File: config.mk
export PLATFORM = sky130hd
export DESIGN_NAME = sg_walker
export DESIGN_NICKNAME = d
export VERILOG_FILES = /design/src/rtl/sg_walker_pkg.sv /design/src/rtl/sg_dsc_decode.sv /design/src/rtl/sg_burst_calc.sv /design/src/rtl/sg_table_guard.sv /design/src/rtl/sg_walker.sv
export SDC_FILE = /design/constraint.sdc
export NUM_CORES = 1
export LEC_CHECK = 0
export ABC_AREA = 0
export BUFFER_PORTS_ARGS = -buffer_cell sky130_fd_sc_hd__buf_2
export CAP_MARGIN = 25
export CORE_MARGIN = 8
export CORE_UTILIZATION = 45
export CTS_CLUSTER_DIAMETER = 100
export CTS_CLUSTER_SIZE = 10
export DETAILED_ROUTE_END_ITERATION = 6
export GPL_TIMING_DRIVEN = 1
export PLACE_DENSITY = 0.76
export SETUP_SLACK_MARGIN = 0.4
export SLEW_MARGIN = 0
export SYNTH_ARGS = -nofsm -noshare
export SYNTH_HDL_FRONTEND = slang
export SYNTH_SLANG_ARGS = --single-unit
File: constraint.sdc
create_clock -name clk_i -period 14.5 [get_ports clk_i]
set_input_delay 1.45 -clock clk_i [delete_from_list [all_inputs] [get_ports clk_i]]
set_output_delay 1.45 -clock clk_i [all_outputs]
set_load 0.03 [all_outputs]
File: src/rtl/sg_walker_pkg.sv
package sg_walker_pkg;
  localparam int unsigned AW       = 32;
  localparam int unsigned REGION_W = 17;  // up to 65536

  typedef enum logic [1:0] {ST_IDLE, ST_CHECK, ST_FETCH, ST_BURST} walk_state_e;

  typedef struct packed {
    logic                last;
    logic [REGION_W-1:0] len;
    logic [AW-1:0]       addr;
  } region_t;
endpackage

File: src/rtl/sg_dsc_decode.sv
module sg_dsc_decode
  import sg_walker_pkg::*;
(
  input  logic [63:0] raw_i,
  output region_t     region_o
);
  logic [15:0] masked;
  assign masked          = raw_i[47:32] & 16'hFFFE;
  assign region_o.addr   = raw_i[31:0];
  assign region_o.last   = raw_i[63];
  assign region_o.len    = (masked == 16'd0) ? REGION_W'(65536) : REGION_W'(masked);
endmodule

File: src/rtl/sg_burst_calc.sv
module sg_burst_calc
  import sg_walker_pkg::*;
#(
  parameter int unsigned BCNT_W    = 20,
  parameter int unsigned MAX_BURST = 512,
  parameter int unsigned LEN_W     = 10
) (
  input  logic [BCNT_W-1:0]   buf_left_i,
  input  logic [REGION_W-1:0] reg_left_i,
  output logic [LEN_W-1:0]    len_o
);
  localparam int unsigned CW = (BCNT_W > REGION_W) ? BCNT_W : REGION_W;
  logic [CW-1:0] a, b, m;
  always_comb begin
    a = CW'(buf_left_i);
    b = CW'(reg_left_i);
    m = (a < b) ? a : b;
    if (m > CW'(MAX_BURST)) m = CW'(MAX_BURST);
    len_o = LEN_W'(m);
  end
endmodule

File: src/rtl/sg_table_guard.sv
module sg_table_guard
  import sg_walker_pkg::*;
#(
  parameter int unsigned TABLE_SPAN = 4096
) (
  input  logic [AW-1:0] base_i,
  input  logic [AW-1:0] cur_i,
  output logic          at_limit_o
);
  logic [AW-1:0] offset;
  assign offset     = cur_i - base_i;
  assign at_limit_o = offset >= AW'(TABLE_SPAN);
endmodule

File: src/rtl/sg_walker.sv
module sg_walker
  import sg_walker_pkg::*;
#(
  parameter int unsigned BCNT_W     = 20,
  parameter int unsigned MAX_BURST  = 512,
  parameter int unsigned TABLE_SPAN = 4096,
  localparam int unsigned LEN_W     = $clog2(MAX_BURST + 1)
) (
  input  logic              clk_i,
  input  logic              rst_ni,
  input  logic              start_i,
  input  logic              dir_to_mem_i,
  input  logic [31:0]       tbl_base_i,
  input  logic [BCNT_W-1:0] xfer_bytes_i,
  output logic              dsc_req_o,
  output logic [31:0]       dsc_addr_o,
  input  logic              dsc_ack_i,
  input  logic              dsc_err_i,
  input  logic [63:0]       dsc_data_i,
  output logic              dat_req_o,
  output logic              dat_we_o,
  output logic [31:0]       dat_addr_o,
  output logic [LEN_W-1:0]  dat_len_o,
  output logic [BCNT_W-1:0] dat_buf_idx_o,
  input  logic              dat_ack_i,
  input  logic              dat_err_i,
  output logic              busy_o,
  output logic              done_o,
  output logic              exhausted_o,
  output logic              err_o
);
  walk_state_e       state_q;
  logic [AW-1:0]     base_q, tbl_q;
  region_t           reg_q, dec;
  logic [BCNT_W-1:0] total_q, idx_q, buf_left;
  logic              we_q, done_q, exh_q, err_q;
  logic [LEN_W-1:0]  burst_len;
  logic              at_limit;

  assign buf_left = total_q - idx_q;

  sg_dsc_decode u_dec (.raw_i(dsc_data_i), .region_o(dec));

  sg_burst_calc #(.BCNT_W(BCNT_W), .MAX_BURST(MAX_BURST), .LEN_W(LEN_W)) u_burst (
    .buf_left_i(buf_left), .reg_left_i(reg_q.len), .len_o(burst_len));

  sg_table_guard #(.TABLE_SPAN(TABLE_SPAN)) u_guard (
    .base_i(base_q), .cur_i(tbl_q), .at_limit_o(at_limit));

  always_ff @(posedge clk_i or negedge rst_ni) begin
    if (!rst_ni) begin
      state_q <= ST_IDLE;
      base_q  <= '0;
      tbl_q   <= '0;
      reg_q   <= '0;
      total_q <= '0;
      idx_q   <= '0;
      we_q    <= 1'b0;
      done_q  <= 1'b0;
      exh_q   <= 1'b0;
      err_q   <= 1'b0;
    end else begin
      unique case (state_q)
        ST_IDLE: if (start_i) begin
          base_q  <= tbl_base_i;
          tbl_q   <= tbl_base_i;
          reg_q   <= '0;
          total_q <= xfer_bytes_i;
          idx_q   <= '0;
          we_q    <= dir_to_mem_i;
          done_q  <= 1'b0;
          exh_q   <= 1'b0;
          err_q   <= 1'b0;
          state_q <= ST_CHECK;
        end
        ST_CHECK: begin
          // buffer end wins over table end
          if (buf_left == '0) begin
            done_q  <= 1'b1;
            state_q <= ST_IDLE;
          end else if (reg_q.len == '0) begin
            if (reg_q.last || at_limit) begin
              exh_q   <= 1'b1;
              state_q <= ST_IDLE;
            end else begin
              state_q <= ST_FETCH;
            end
          end else begin
            state_q <= ST_BURST;
          end
        end
        ST_FETCH: if (dsc_ack_i) begin
          if (dsc_err_i) begin
            err_q   <= 1'b1;
            state_q <= ST_IDLE;
          end else begin
            reg_q   <= dec;
            tbl_q   <= tbl_q + AW'(8);
            state_q <= ST_CHECK;
          end
        end
        ST_BURST: if (dat_ack_i) begin
          if (dat_err_i) begin
            err_q   <= 1'b1;
            state_q <= ST_IDLE;
          end else begin
            reg_q.addr <= reg_q.addr + AW'(burst_len);
            reg_q.len  <= reg_q.len - REGION_W'(burst_len);
            idx_q      <= idx_q + BCNT_W'(burst_len);
            state_q    <= ST_CHECK;
          end
        end
        default: state_q <= ST_IDLE;
      endcase
    end
  end

  assign dsc_req_o     = state_q == ST_FETCH;
  assign dsc_addr_o    = tbl_q;
  assign dat_req_o     = state_q == ST_BURST;
  assign dat_we_o      = we_q;
  assign dat_addr_o    = reg_q.addr;
  assign dat_len_o     = burst_len;
  assign dat_buf_idx_o = idx_q;
  assign busy_o        = state_q != ST_IDLE;
  assign done_o        = done_q;
  assign exhausted_o   = exh_q;
  assign err_o         = err_q;
endmodule

==> impl_results.md, run 1 <==
* RSZ-0062 raised after global routing: no
* Layout Area Growth over Synthesis at 14.9%
* Slew Limit Headroom at approximately a third
* DRC violations left at 0
* Syn Std Cell Area at between 10000 and 15000 sq um
* Core area at 27600 sq um
* Final WL at around 39 mm
* Worst IR Drop VDD at roughly 0.11 mV
* Largest net degree at the start of global routing at slightly below 100
* Fin Setup TNS at 0 ns
* Synth Area in Adders at around a tenth
* Seq cells post-synth at 160
* CP Data Arrival Time at 7.73 ns
* Total setup buffers inserted after CTS at 0
* Nets at slightly below 2000
* Synth warnings at 0
* Max H-tree Level at 4
* Most frequent cells in the layout: nand2_1 (226), buf_2 (207), dfrtp_1 (160)
* Compound-Gate Fraction of Synth Area at ~25%
* Vias per inst at slightly below 6
* Die Ht at 183 um
* Synth Instances at 1562
* Part of the cycle the worst path needs at 51.3%
* Most common cell after layout, fill and taps aside: nand2_1
* Synth async-reset ratio at 100%
* Fin crit period at 7.44 ns
* CP Capture Type: register
* Outcome: complete, no violations
* WP data required at between 10 and 15 ns
* Layout cells sized above 1 at approximately 16%
* I/O Pins at about 230
* Number of global-route vias before repair at ~12000
* Main combinational cell family by area after synthesis: compound AO/OA/AOI/OAI gates
* Die width at around 180 um
* Hold Path Class: register to register
* Global-route wire length before repair at 62.8 mm
* Max Clock Freq at approximately 130 MHz
* Num rows at 61
* WL/cell at 18.4 um
* DRT antenna net count at 0
* Initial DRC Count at between 900 and 1000
* PD cells at 285 nW/um^2
* Clock slew at reported path FFs at roughly 0.070 ns
* CTS hold repair buffers at 0
* CTS tree: yes
* DP Wirelength at between 20 and 30 mm
* EDFF count, synth at 0
* Max Cap Viol at 0
* Worst path slowest cell: a2111oi_0
* Clock Sinks at 160
* Worst-path fanout max at 17
* Final setup skew at roughly 0.014 ns
* Setup violations, final at 0
* Vias post-DR at approximately 12000
* Kind of critical path: register to register
* Number of fill cells in the layout at about 2600
* Clock Tree Root: clkbuf_16
* Initial antenna violation count at 7
* Total track usage at roughly 23%
* Mux share of post-synthesis cell area at around 1.6%
* Register area share after synthesis at 32.0%
* Mapped Avg Cell Area at 8.02 sq um
* Synth Flop Type: dfrtp_1
* Simple-Gate Fraction of Synth Area at about a fifth
* Slew @ Worst Pin at 0.972 ns
* Clock Path Buffers at 2
* Startpoint types: register
* Starting Density at a little under half
* Grt ovf at 0
* Final cell count without fillers at about 2100
* Critical path's largest stage delay at roughly 0.62 ns
* Detailed Routing Iterations Pass 1 at 7
* Fin. max-slew vios at 0
* Global placer's final weighted congestion at a little over 0.9
* IO Port Bufs at roughly 210
* Cell total after placement at slightly above 2000
* Static leakage at around 6.7 nW
* Syn nets at 1788
* Final Power at about 4 mW
* Die area at between 30000 and 40000 sq um
* Final Hold Vio Count at 0
* Post-Synth XOR/XNOR Area at 3.85%
* Post-cts sizing count at 0
* Clk_lat worst skew at 0.44 ns
* Num CTS Buffers at 17
* Cell variety after synth at a little over 80
==> cells in the mapped netlist, types with 18 or more instances <==
cell type	number	area [sq um]
nand2_1	226	848
dfrtp_1	160	4000
a21oi_1	136	681
o21ai_0	130	651
inv_1	120	450
ha_1	97	1210
nor2_1	82	308
nand3_1	61	305
clkbuf_1	54	203
xnor2_1	36	315
and3_1	34	213
buf_4	32	240
o22ai_1	27	169
nor3_1	24	120
a21o_1	20	150
xor2_1	19	166
nand4_1	18	113
nor4_1	18	113
==> through the flow <==
stage | instance area [sq um] | hold slack, ns | setup slack, ns | utilization (%)
5_1_grt | 14400 | 0.503 | 6.31 | 52.1
4_1_cts | 14400 | 0.480 | 7.09 | 52.0
2_1_floorplan | 12500 | 0.450 | 7.91 | -
3_3_place_gp | 13600 | 0.459 | 7.36 | 49.2
3_5_place_dp | 13700 | 0.460 | 7.13 | 49.4
6_report | 14400 | 0.474 | 7.06 | 52.1
==> kinds of logic (layout without fill, tap and decap cells) <==
group	count (synthesis)	in the layout
AOI/OAI and AO/OA	488	488
xor gates and xnor gates	55	55
adders and majority gates	102	102
buffers and inverters	220	373
DFF	160	160
muxes	19	19
other	0	2
and+or+nand+nor	518	518
==> flip-flops by register name, indices dropped and copies added, names as in the netlist <==
register / cells
state_q: 2
exhausted_o: 1
dat_addr_o: 32
dat_buf_idx_o: 20
base_q: 32
err_o: 1
dat_we_o: 1
total_q: 20
reg_q: 18
dsc_addr_o: 32
done_o: 1
==> final cells by class <==
cell class / count / area [sq um] / share of cell area, %
clock inverters: 12 / 253 / 1.76
inverters: 121 / 454 / 3.16
well taps: 378 / 473 / 3.29
flip-flops and latches: 160 / 4000 / 27.8
clock buffers: 19 / 443 / 3.08
multi-input cells: 1182 / 7550 / 52.5
diodes: 2 / 5.00 / 0.0348
repair buffers: 221 / 1200 / 8.37
==> critical path, delay by kind of cell (launching register included) <==
family	cells	cell delay, ns
xor gates and xnor gates	1	0.18
AOI/OAI and AO/OA	16	4.08
buffers and inverters	2	0.22
DFF	1	0.39
adders and majority gates	4	1.24
and+or+nand+nor	7	1.16
==> metal layers <==
layer	vias to the layer above	wire length, um	global-route usage, %
met3	82	3450	6.03
met1	5890	16800	29.2
met4	10	889	8.33
met5	-	71	0
met2	521	17400	36.7
li1	5880	-	-
==> path summary, 6_finish.rpt <==
check | from | endpoint | slack (ns) | depth (start not counted)
worst max register to register | dat_buf_idx_o[1] | dat_buf_idx_o[14] | 7.06 | 30
min in group asynchronous | rst_ni | dat_buf_idx_o[6] | 1.10 | 1
worst max-delay path | dat_buf_idx_o[1] | dat_buf_idx_o[14] | 7.06 | 30
max in group asynchronous | rst_ni | dsc_addr_o[17] | 12.30 | 3
worst min register to register | dat_we_o | dat_we_o | 0.47 | 2
worst min-delay path | dat_we_o | dat_we_o | 0.47 | 2
==> power breakdown <==
group          leakage [nW]  internal [mW]  switching, mW
combinational          4.38           1.01           1.73
sequential             2.01          0.631          0.184
clock                 0.335          0.347          0.209
total                  6.72           1.99           2.12
(Power assumes the default switching activity.)
==> run 2: changes to the inputs <==
- clock period: 14.5 -> 7 ns (I/O delays scaled with it)
==> impl_results.md, run 2 (synthesis results as in run 1) <==
* Max H-tree Level at 4 (unchanged)
* Detailed Routing Iterations Pass 1 at 5 (was 7)
* Top delay family on crit path: compound AO/OA/AOI/OAI gates (unchanged)
* Final WL at 38.7 mm (was 38.6 mm)
* Die area at 33400 sq um (unchanged)
* Slew Limit Headroom at 35.1% (was 34.9%)
* Starting Density at 45.3% (unchanged)
* Max Cap Viol at 0 (unchanged)
* Num CTS Buffers at 17 (unchanged)
* Worst IR Drop VDD at 0.230 mV (was 0.115 mV)
* CP Capture Type: register (unchanged)
* Static leakage at 6.79 nW (was 6.72 nW)
* Number of global-route vias before repair at 12061 (was 12327)
* Vias per inst at 5.83 (was 5.91)
* Fin Setup TNS at 0 ns (unchanged)
* Total track usage at 22.3% (was 22.8%)
* CTS tree: yes (unchanged)
* RSZ-0062 raised after global routing: no (unchanged)
* WP data required at 7.32 ns (was 14.79 ns)
* Critical path's largest stage delay at 0.42 ns (was 0.62 ns)
* Part of the cycle the worst path needs at 89.4% (was 51.3%)
* Worst-path fanout max at 5 (was 17)
* Clock Path Buffers at 2 (unchanged)
* Worst path slowest cell: a2111o_1 (was a2111oi_0)
* Outcome: complete, no violations (unchanged)
* Max Clock Freq at 160 MHz (was 134 MHz)
* Setup violations, final at 0 (unchanged)
* Buf+Inv Stages, Crit Path at 6 (was 2)
* Nets at 1952 (was 1929)
* Vias post-DR at 12364 (was 12383)
* Fin crit period at 6.26 ns (was 7.44 ns)
* Hold Path Class: input port to async pin (was register to register)
* Final Hold Vio Count at 0 (unchanged)
* Startpoint types: register (unchanged)
* DRT antenna net count at 0 (unchanged)
* Largest net degree at the start of global routing at 99 (unchanged)
* Slew @ Worst Pin at 0.973 ns (was 0.972 ns)
* Global placer's final weighted congestion at 0.887 (was 0.911)
* WL/cell at 18.2 um (was 18.4 um)
* Layout cells sized above 1 at 19.4% (was 16.0%)
* DRC violations left at 0 (unchanged)
* DP Wirelength at 28.4 mm (was 28.5 mm)
* Most common cell after layout, fill and taps aside: nand2_1 (unchanged)
* Grt ovf at 0 (unchanged)
* Most frequent cells in the layout: nand2_1 (226), buf_2 (207), dfrtp_1 (159) (was nand2_1 (226), buf_2 (207), dfrtp_1 (160))
* Initial DRC Count at 985 (was 984)
* Fin Hold WS at 0.330 ns (was 0.474 ns)
* Final Power at 8.60 mW (was 4.11 mW)
* CP Data Arrival Time at 6.58 ns (was 7.73 ns)
* Fin. max-slew vios at 0 (unchanged)
* Clock Sinks at 160 (unchanged)
* Clk_lat worst skew at 0.44 ns (about the same)
* Die Ht at 183 um (unchanged)
* Num rows at 61 (unchanged)
* Clock slew at reported path FFs at 0.08 ns (was 0.07 ns)
* Kind of critical path: register to register (unchanged)
* Final setup skew at 0.0143 ns (was 0.0139 ns)
* Initial antenna violation count at 4 (was 7)
* Layout Area Growth over Synthesis at 17.0% (was 14.9%)
* PD cells at 586 nW/um^2 (was 285 nW/um^2)
* I/O Pins at 225 (unchanged)
* Die width at 183 um (unchanged)
* CTS hold repair buffers at 0 (unchanged)
* Core area at 27600 sq um (unchanged)
* Clock Tree Root: clkbuf_16 (unchanged)
* Number of fill cells in the layout at 2641 (was 2638)
* Global-route wire length before repair at 61.5 mm (was 62.8 mm)
* IO Port Bufs at 208 (unchanged)
[run 2: worst register-to-register path: cells and delay by family, from the launching register on]
kind | cells | cell delay (ns)
buffers and inverters | 6 | 0.63
AOI/OAI and AO/OA | 16 | 3.27
adders and majority gates | 5 | 1.16
and+or+nand+nor | 5 | 0.63
DFF | 1 | 0.38
xor gates and xnor gates | 1 | 0.10
[run 2: metrics by stage]
step	cells	setup slack [ns]	instance area, sq um	utilization (%)
after floorplan	1562	0.411	12500	-
after global placement	2067	0.261	13700	49.5
after detailed placement	2068	0.192	13700	49.5
after CTS	2102	0.367	14300	51.8
after global routing	2118	0.374	14700	53.0
final	2119	0.744	14700	53.1
[run 2: final timing paths]
kind,startpoint,endpoint,slack (ns),depth (start not counted)
max,total_q[0],dat_addr_o[14],0.74,33
min,rst_ni,dat_buf_idx_o[4],0.33,1
max reg2reg,total_q[0],dat_addr_o[14],0.74,33
min reg2reg,done_o,done_o,0.48,2
max in group asynchronous,rst_ni,base_q[29],5.59,3
min in group clk_i,xfer_bytes_i[4],total_q[4],0.44,3
[run 2: area by class of cell]
class	count	area, sq um	area share (%)
well taps	378	473	3.23
clock buffers	19	453	3.09
flip-flops and latches	160	4010	27.3
inverters	121	454	3.10
clock inverters	13	119	0.811
diodes	2	5.00	0.0341
repair buffers	244	1360	9.29
multi-input cells	1182	7790	53.1
[run 2: report_power, final]
group	internal [mW]	switching, mW	leakage, nW
logic	2.26	3.72	4.51
registers	1.31	0.374	2.00
clock network	0.488	0.451	0.277
[run 2: metal layers]
metal	up-vias	global-route usage (%)	share of wire, %
li1	5931	-	-
met1	5891	29.8	45
met2	467	35.8	46
met3	71	4.71	7.6
met4	4	6.77	2.3
met5	-	0	0.060
[run 2: what timing repair did]
action,in CTS,in global routing
endpoints found under the hold margin,0,0
buffers inserted,2,14
setup endpoints to repair,22,42
cloned,0,0
pin swaps,1,34
gates resized for setup,16,54
